[src/rtl/pllc_pkg.sv]
package pllc_pkg;
  // word index inside the four-word register window
  typedef enum logic [1:0] {
    RW_CTRL = 2'd0,
    RW_STAT = 2'd1,
    RW_MEAS = 2'd2,
    RW_MON  = 2'd3
  } reg_word_e;

  function automatic logic [31:0] field_mask(input int lsb, input int width);
    return ((32'h1 << width) - 32'h1) << lsb;
  endfunction
endpackage

[src/rtl/pllc_regs.sv]
module pllc_regs import pllc_pkg::*; #(
  parameter logic [31:0] CTRL_MASK = 32'h0030FFFF,
  parameter logic [31:0] RST_CTRL  = 32'h00000001
) (
  input  logic        clk,
  input  logic        rst,
  input  logic        bus_wr,
  input  logic        bus_rd,
  input  logic [1:0]  bus_word,
  input  logic [31:0] bus_wdata,
  input  logic        lock_in,
  input  logic        err_in,
  output logic [31:0] ctrl_q,
  output logic        ctrl_wr,
  output logic [31:0] rdata
);
  reg_word_e   word;
  logic [31:0] rd_mux;

  always_comb begin
    word    = reg_word_e'(bus_word);
    ctrl_wr = bus_wr && (word == RW_CTRL);
    unique case (word)
      RW_CTRL: rd_mux = ctrl_q;
      RW_STAT: rd_mux = {30'b0, err_in, lock_in};
      default: rd_mux = 32'b0;
    endcase
  end

  always_ff @(posedge clk) begin
    if (rst) begin
      ctrl_q <= RST_CTRL & CTRL_MASK;
      rdata  <= 32'b0;
    end else begin
      if (ctrl_wr) ctrl_q <= bus_wdata & CTRL_MASK;
      if (bus_rd)  rdata  <= rd_mux;
    end
  end
endmodule

[src/rtl/pllc_decode.sv]
module pllc_decode #(
  parameter int ODIV_W      = 2,
  parameter int IDIV_W      = 5,
  parameter int FBDIV_W     = 7,
  parameter int VCO_MIN_MUL = 6,
  parameter int VCO_MAX_MUL = 60,
  localparam int LO_W  = 2 + ODIV_W + IDIV_W + FBDIV_W,
  localparam int OUT_W = 2 ** ODIV_W,
  localparam int NUM_W = FBDIV_W + 2,
  localparam int DEN_W = IDIV_W + 1 + OUT_W
) (
  input  logic [LO_W-1:0]     ctrl_lo,
  output logic [IDIV_W:0]     in_div,
  output logic [NUM_W-1:0]    fb_div,
  output logic [OUT_W-1:0]    out_div,
  output logic [NUM_W-1:0]    num,
  output logic [DEN_W-1:0]    den,
  output logic                vco_bad
);
  localparam int ODIV_LSB  = 2;
  localparam int IDIV_LSB  = ODIV_LSB + ODIV_W;
  localparam int FBDIV_LSB = IDIV_LSB + IDIV_W;

  logic               pd, byp;
  logic [ODIV_W-1:0]  of;
  logic [IDIV_W-1:0]  inf;
  logic [FBDIV_W-1:0] fbf;
  logic [DEN_W-1:0]   prod;
  logic [31:0]        fb32, lo32, hi32;

  assign pd  = ctrl_lo[0];
  assign byp = ctrl_lo[1];
  assign of  = ctrl_lo[IDIV_LSB-1:ODIV_LSB];
  assign inf = ctrl_lo[FBDIV_LSB-1:IDIV_LSB];
  assign fbf = ctrl_lo[LO_W-1:FBDIV_LSB];

  assign in_div = {1'b0, inf} + {{IDIV_W{1'b0}}, 1'b1};
  assign fb_div = {({1'b0, fbf} + {{FBDIV_W{1'b0}}, 1'b1}), 1'b0};

  // output divider is a one-hot power of two
  for (genvar g = 0; g < OUT_W; g++) begin : g_odiv
    assign out_div[g] = (of == ODIV_W'(g));
  end

  assign prod = DEN_W'(in_div) * DEN_W'(out_div);

  always_comb begin
    if (pd) begin
      num = '0;
      den = DEN_W'(1);
    end else if (byp) begin
      num = NUM_W'(1);
      den = DEN_W'(1);
    end else begin
      num = fb_div;
      den = prod;
    end
    fb32    = 32'(fb_div);
    lo32    = 32'(VCO_MIN_MUL) * 32'(in_div);
    hi32    = 32'(VCO_MAX_MUL) * 32'(in_div);
    vco_bad = (fb32 < lo32) || (fb32 > hi32);
  end
endmodule

[src/rtl/pllc_lock_timer.sv]
module pllc_lock_timer #(
  parameter int LOCK_CYCLES = 3334,
  localparam int CNT_W = $clog2(LOCK_CYCLES + 1)
) (
  input  logic clk,
  input  logic rst,
  input  logic restart,
  input  logic pd,
  input  logic vco_bad,
  output logic locked,
  output logic err
);
  logic [CNT_W-1:0] cnt;

  always_ff @(posedge clk) begin
    if (rst) begin
      cnt    <= '0;
      locked <= 1'b0;
      err    <= 1'b0;
    end else if (restart) begin
      cnt    <= CNT_W'(LOCK_CYCLES);
      locked <= 1'b0;
      err    <= 1'b0;
    end else if (cnt != '0) begin
      cnt <= cnt - CNT_W'(1);
      if (cnt == CNT_W'(1)) begin
        locked <= !pd;
        err    <= !pd && vco_bad;
      end
    end
  end
endmodule

[src/rtl/pll_ctrl_mon.sv]
module pll_ctrl_mon import pllc_pkg::*; #(
  parameter int ODIV_W      = 2,
  parameter int IDIV_W      = 5,
  parameter int FBDIV_W     = 7,
  parameter int BAND_LSB    = 20,
  parameter int BAND_W      = 2,
  parameter int LOCK_CYCLES = 3334,
  parameter int VCO_MIN_MUL = 6,
  parameter int VCO_MAX_MUL = 60
) (
  input  logic                              clk,
  input  logic                              rst,
  input  logic                              bus_wr,
  input  logic                              bus_rd,
  input  logic [1:0]                        bus_word,
  input  logic [31:0]                       bus_wdata,
  output logic [31:0]                       bus_rdata,
  output logic                              pll_locked,
  output logic                              pll_error,
  output logic [IDIV_W:0]                   eff_in_div,
  output logic [FBDIV_W+1:0]                eff_fb_div,
  output logic [2**ODIV_W-1:0]              eff_out_div,
  output logic [FBDIV_W+1:0]                ratio_num,
  output logic [IDIV_W+2**ODIV_W:0]         ratio_den
);
  localparam int LO_W  = 2 + ODIV_W + IDIV_W + FBDIV_W;
  localparam int OUT_W = 2 ** ODIV_W;
  localparam int NUM_W = FBDIV_W + 2;
  localparam int DEN_W = IDIV_W + 1 + OUT_W;
  localparam logic [31:0] CTRL_MASK = field_mask(0, LO_W) | field_mask(BAND_LSB, BAND_W);

  logic [31:0]       ctrl_q;
  logic              ctrl_wr;
  logic              lock_s, err_s;
  logic [IDIV_W:0]   in_d;
  logic [NUM_W-1:0]  fb_d, num_d;
  logic [OUT_W-1:0]  out_d;
  logic [DEN_W-1:0]  den_d;
  logic              vco_bad;

  pllc_regs #(.CTRL_MASK(CTRL_MASK), .RST_CTRL(32'h1)) u_regs (
    .clk(clk), .rst(rst), .bus_wr(bus_wr), .bus_rd(bus_rd),
    .bus_word(bus_word), .bus_wdata(bus_wdata),
    .lock_in(lock_s), .err_in(err_s),
    .ctrl_q(ctrl_q), .ctrl_wr(ctrl_wr), .rdata(bus_rdata)
  );

  pllc_decode #(
    .ODIV_W(ODIV_W), .IDIV_W(IDIV_W), .FBDIV_W(FBDIV_W),
    .VCO_MIN_MUL(VCO_MIN_MUL), .VCO_MAX_MUL(VCO_MAX_MUL)
  ) u_dec (
    .ctrl_lo(ctrl_q[LO_W-1:0]), .in_div(in_d), .fb_div(fb_d), .out_div(out_d),
    .num(num_d), .den(den_d), .vco_bad(vco_bad)
  );

  pllc_lock_timer #(.LOCK_CYCLES(LOCK_CYCLES)) u_tmr (
    .clk(clk), .rst(rst), .restart(ctrl_wr), .pd(ctrl_q[0]),
    .vco_bad(vco_bad), .locked(lock_s), .err(err_s)
  );

  // register the decoded view so the multiplier stays off the output path
  always_ff @(posedge clk) begin
    eff_in_div  <= in_d;
    eff_fb_div  <= fb_d;
    eff_out_div <= out_d;
    ratio_num   <= num_d;
    ratio_den   <= den_d;
  end

  assign pll_locked = lock_s;
  assign pll_error  = err_s;
endmodule

[config.mk]
export PLATFORM = sky130hd
export DESIGN_NAME = pll_ctrl_mon
export DESIGN_NICKNAME = d
export VERILOG_FILES = /design/src/rtl/pllc_pkg.sv /design/src/rtl/pllc_regs.sv /design/src/rtl/pllc_decode.sv /design/src/rtl/pllc_lock_timer.sv /design/src/rtl/pll_ctrl_mon.sv
export SDC_FILE = /design/constraint.sdc
export NUM_CORES = 1
export LEC_CHECK = 0
export BUFFER_PORTS_ARGS = -buffer_cell sky130_fd_sc_hd__clkbuf_2
export CORE_UTILIZATION = 55
export CTS_CLUSTER_DIAMETER = 60
export DETAILED_ROUTE_END_ITERATION = 10
export PLACE_DENSITY = 0.88
export SLEW_MARGIN = 5
export SYNTH_ARGS = -nofsm -noshare
export SYNTH_HDL_FRONTEND = slang
export SYNTH_SLANG_ARGS = --single-unit
export TNS_END_PERCENT = 20
[constraint.sdc]
create_clock -name clk -period 10.5 [get_ports clk]
set_input_delay 1.05 -clock clk [delete_from_list [all_inputs] [get_ports clk]]
set_output_delay 1.05 -clock clk [all_outputs]
set_load 0.01 [all_outputs]
# Yosys cells after proc, flatten, opt, wreduce, memory -nomap -nowiden

Index checks and enable logic that the tools add are counted.

Output and inout bits: 72
Register bits: 101

Equality and inequality tests: 5
Order comparisons: 2
$mul: 3
Add/subtract/negate cells: 3
Mux-type cells: 4
Reductions and logical operators: 11

Operator list:

| kind                                               | count |
|---|---|
| case mux 22 bit (2 select lines)                   | 1 |
| 2-to-1 mux 12 bit                                  | 2 |
| == test 12 x 1 -> 1 bit, second input constant     | 1 |
| greater-than comparator 9 x 12 -> 1 bit            | 1 |
| nonzero test 12 bit                                | 1 |
| subtractor 12 x 1 -> 12 bit, second input constant | 1 |
| multiplier 4 x 6 -> 10 bit, first input constant   | 1 |
| multiplier 6 x 4 -> 10 bit                         | 1 |
| less-than comparator 9 bit                         | 1 |
| adder 7 x 1 -> 8 bit, second input constant        | 1 |
| multiplier 2 x 6 -> 8 bit, first input constant    | 1 |
| adder 5 x 1 -> 6 bit, second input constant        | 1 |
| == test 2 x 1 -> 1 bit, second input constant      | 2 |
| == test 2 bit, second input constant               | 2 |
| logical NOT 2 bit                                  | 2 |
| OR reduction 2 bit                                 | 2 |
| logical AND 1 bit                                  | 2 |
| AND reduction 2 bit                                | 1 |
| nonzero test 2 bit                                 | 1 |
| logical NOT 1 bit                                  | 1 |
| logical OR 1 bit                                   | 1 |
| 2-to-1 mux 1 bit                                   | 1 |

# Longest topological paths before layout

Word-level depth: 5
Mapped depth: 19
Depth with buffers taken out: 18

# Cells and area by module

A second synthesis with hierarchy kept.

Cells, all modules: 546
Area, all modules: 5255.0 um^2

Modules (own cells, without submodules):

| module          | cells each | area each (um^2) | instances | sequential area each (um^2) |
|---|---|---|---|---|
| pllc_decode     | 254        | 1949.4           | 1         | 0.0 |
| pllc_regs       | 172        | 1769.2           | 1         | 720.7 |
| pllc_lock_timer | 82         | 775.7            | 1         | 280.3 |
| pll_ctrl_mon    | 38         | 760.7            | 1         | 760.7 |

# Least setup slack after synthesis

OpenSTA, ideal clock, no wires.

Path kind: flip-flop to flip-flop
Start: register u_regs.ctrl_q[4]
End: register u_tmr.err
Data required time: 10.413 ns
Arrival: 3.833 ns
Cell stages (with the launch flop): 19
Path slack: 6.580 ns
Cell sequence: dfxtp_1 -> buf_2 -> inv_1 -> ha_1 -> inv_1 -> ha_1 -> xnor2_1 -> fa_1 -> inv_1 -> ha_1 -> nor2b_1 -> o31a_1 -> a21o_1 -> ha_1 -> nand4_1 -> o22ai_1 -> nor4_1 -> o2111ai_1 -> o31ai_1

Cells in the longest elaborated chain, start to end: 5
Elaborated cells on any way between the ends: 7

RTL lines:

| what                                                                                         | RTL line                             | source |
|---|---|---|
| from (decl)                                                                                  | pllc_regs.sv:13                      | `output logic [31:0] ctrl_q,` |
| from (signal assigned)                                                                       | pllc_regs.sv:32                      | `ctrl_q <= RST_CTRL & CTRL_MASK;` |
| from (signal assigned)                                                                       | pllc_regs.sv:35                      | `if (ctrl_wr) ctrl_q <= bus_wdata & CTRL_MASK;` |
| adder 5 x 1 -> 6 bit *                                                                       | pllc_decode.sv:37                    | `assign in_div = {1'b0, inf} + {{IDIV_W{1'b0}}, 1'b1};` |
| net in_d[0]                                                                                  | pll_ctrl_mon.sv:35                   | `logic [IDIV_W:0] in_d;` |
| multiplier 4 x 6 -> 10 bit / multiplier 2 x 6 -> 8 bit (equally long branches)               | pllc_decode.sv:60, pllc_decode.sv:59 |  |
| greater-than comparator 9 x 12 -> 1 bit / less-than comparator 9 bit (equally long branches) | pllc_decode.sv:61                    | `vco_bad = (fb32 < lo32) \|\| (fb32 > hi32);` |
| logical OR 1 bit *                                                                           | pllc_decode.sv:61                    |  |
| logical AND 1 bit *                                                                          | pllc_lock_timer.sv:28                | `err <= !pd && vco_bad;` |
| to (signal assigned)                                                                         | pllc_lock_timer.sv:28                |  |
| to (decl)                                                                                    | pllc_lock_timer.sv:11                | `output logic err` |

Mark *: on every way through the listed nets, which the timed path passes. The rest lies on a longest branch.
A chain may end at the register's enable or synchronous reset.

# Worst setup path after layout

Same ends and word-level chain as after synthesis.

==> results.md <==
* H-tree levels at 3
* Layout cells sized above 1 at 16.64%
* Clk_lat worst skew at 0.36 ns
* Placement Cell Area at 5238 µm²
* Routed vias/inst at 5.422
* Post-CTS resize count at 0
* Port bufs at 80
* Fin. Hold Viols at 0
* Number of synthesized flops with an enable pin at 0
* Fmax at 0.2136 GHz
* Syn-to-layout area delta at 13.75%
* Synth Cell Area at 4840 µm²
* Most numerous cell in the Yosys netlist: dfxtp_1
* Post-CTS setup buffers at 0
* Period utilisation layout at 44.58%
* RSZ-0062 raised after global routing: no
* Clock skew at 0.009005 ns
* Critical path arrival at 4.95 ns
* Iter 0 DRT Violations at 241
* Syn Area/Cell at 8.596 µm²
* CTS tree: yes
* Worst hold slack at 0.4689 ns
* Vias in the first global route at 3,931
* Worst R2R Start: u_regs.ctrl_q[4]
* Gr ovfl total at 0
* Maxcap violations at 0
* # setup viols final at 0
* VDD IR max at 0.1006 mV
* Slew Limit Fails at 0
* Synth cell types at 49
* CP Launch Type: register
* CP Max Fanout at 10
* Final wirelength at 10,970 µm
* Post-synth ARST share at 0%
* Worst Path Required at 10.77 ns
* Largest net degree at the start of global routing at 44
* Setup crit start: u_regs.ctrl_q[4]
* Vias at 4,023
* Ant. Diodes at 0
* Die area at 9179 µm²
* Outcome: finished clean
* Clock tree buffer depth at 2
* Seq cells post-synth at 87
* Synth Flop Type: dfxtp_1
* Total Neg Setup Slack at 0 ns
* Number of fillers in the final layout at 680
* Worst-margin pin slew at 0.8343 ns
* Setup slack, reg-to-reg at 5.82 ns
* Leakage at 2.692 nW
* Gr usage total at 25.27%
* Starting density of the core at 57.74%
* Hold wc startpoint: u_regs.ctrl_q[21]
* Post-route design area at 5505 µm²
* Post-DR wirelength/cell at 14.78 µm
* Initial antenna violation count at 0
* Yosys warns at 0
* Worst hold path class: reg -> reg
* Final cell count without fillers at 742
* Final net count at 733
* Cell taking the most area after synthesis: dfxtp_1
* IO Count at 110
* Sequential share of the synthesized area at 35.99%
* Post-DRT Antenna Nets at 0
* Synth top area cells: dfxtp_1 36%, ha_1 13%, a21oi_1 5.9%
* Slew HR at 44.18%
* DRT Pass-1 Iters at 5
* Clock slew at reported path FFs at 0.09 ns
* Yosys top cell area share at 35.99%
* Top cells by count, synth: 87 x dfxtp_1, 63 x nor2_1, 62 x nand2_1
* Critical path capture point type: register
* First-pass GRT wire length at 17,710 µm
* # placed instances at 726
* Die Span X at 95.81 µm
* R2R depth at 17
* Final min period at 4.681 ns
* PD cells at 166.0 nW/µm²
* Cells after Synth at 563
* # DRC at 0
* Clock Tree Root: clkbuf_8
* CTS Hold Buffers Added at 0
* Worst Path Class, Setup: reg -> reg
* Placer Congestion at 0.8637
* HPWL after DPL at 8120 µm
* Capture point of the worst path: u_tmr.err
* RR Endpoint: u_tmr.err
* Cell row count at 33
* TritonCTS buffer count at 9
* Core area at 8382 µm²
* Post-layout util at 65.68%
* Die Y at 95.81 µm
* Clk sinks at 87
## final cells by class
type | instances | area [µm²] | share of cell area [%]
well taps | 105 | 131.4 | 2.386
clock buffers | 10 | 127.6 | 2.318
flip-flops and latches | 87 | 1742 | 31.64
repair buffers | 81 | 407.9 | 7.409
multi-input cells | 414 | 2810 | 51.05
inverters | 39 | 146.4 | 2.659
clock inverters | 6 | 140.1 | 2.545
## metal layers
| metal | GRT usage (%) | vias to the layer above | wire, µm |
|---|---|---|---|
| met5 | 0 | - | 0 |
| met4 | 13.18 | 0 | 337 |
| met3 | 3.791 | 32 | 672 |
| met2 | 43.10 | 155 | 5220 |
| met1 | 30.79 | 1860 | 4736 |
| li1 | - | 1976 | - |
## report_power, final
group	internal [mW]	switching, mW	total [mW]	leakage (nW)
clock network	0.185	0.125	0.310	0.133
logic	0.0898	0.127	0.217	1.85
registers	0.357	0.0300	0.387	0.706
## stage by stage
step | setup slack (ns) | power, mW
CTS | 5.867 | 0.9154
global placement | 6.085 | 0.5917
global route | 5.493 | 0.9604
finish | 5.819 | 0.9138
detailed placement | 6.009 | 0.6027
floorplan | 6.580 | 0.5587
## state kept, by name, indices dropped and copies added, names as in the netlist
name	cells
ratio_den	10
u_tmr.cnt	12
eff_fb_div	8
u_regs.rdata	18
u_tmr.locked	1
ratio_num	9
u_tmr.err	1
eff_in_div	6
eff_out_div	4
u_regs.ctrl_q	18
## critical path: stages (launching register included)
cell and delay [ns]:
dfxtp_1 0.60, inv_1 0.23, ha_1 0.46, inv_1 0.14, ha_1 0.36, xnor2_1 0.17, fa_1 0.51, inv_1 0.04
ha_1 0.33, nor2b_1 0.17, o31a_1 0.27, a21o_1 0.16, ha_1 0.29, nand4_1 0.10, o22ai_1 0.08, nor4_1 0.22
o2111ai_1 0.20, o31ai_1 0.24
## cells in the final DEF (no fill, tap or decap), types with 11 or more instances in the layout
| master | netlist | routed |
|---|---|---|
| fa_1 | 13 | 13 |
| nor2b_1 | 20 | 20 |
| and2_1 | 11 | 11 |
| xor2_1 | 12 | 12 |
| a21oi_1 | 57 | 57 |
| xnor2_1 | 15 | 15 |
| dfxtp_1 | 87 | 87 |
| nor2_1 | 63 | 63 |
| clkbuf_2 | 0 | 80 |
| conb_1 | 1 | 15 |
| nand2_1 | 62 | 62 |
| ha_1 | 50 | 50 |
| inv_1 | 37 | 37 |
## how the worst min path moves through the flow
stage / endpoint / slack (ns) / depth (start not counted)
3_3_place_gp: u_regs.ctrl_q[20] / 0.45 / 2
5_1_grt: u_regs.ctrl_q[21] / 0.48 / 2
4_1_cts: u_regs.ctrl_q[21] / 0.47 / 2
6_report: u_regs.ctrl_q[21] / 0.47 / 2
2_1_floorplan: u_regs.ctrl_q[20] / 0.44 / 2
3_5_place_dp: u_regs.ctrl_q[21] / 0.46 / 2
## logic make-up after synthesis
group | after synthesis | synth area share [%]
AND/OR/NAND/NOR | 207 | 20.19
AO/OA/AOI/OAI | 90 | 10.68
flip-flops | 87 | 35.99
buffers and inverters | 76 | 7.135
adder cells (fa/ha/maj) | 63 | 18.30
XOR/XNOR | 29 | 5.558
multiplexers | 10 | 2.068
other | 1 | 0.07749
(Power assumes the default switching activity.)
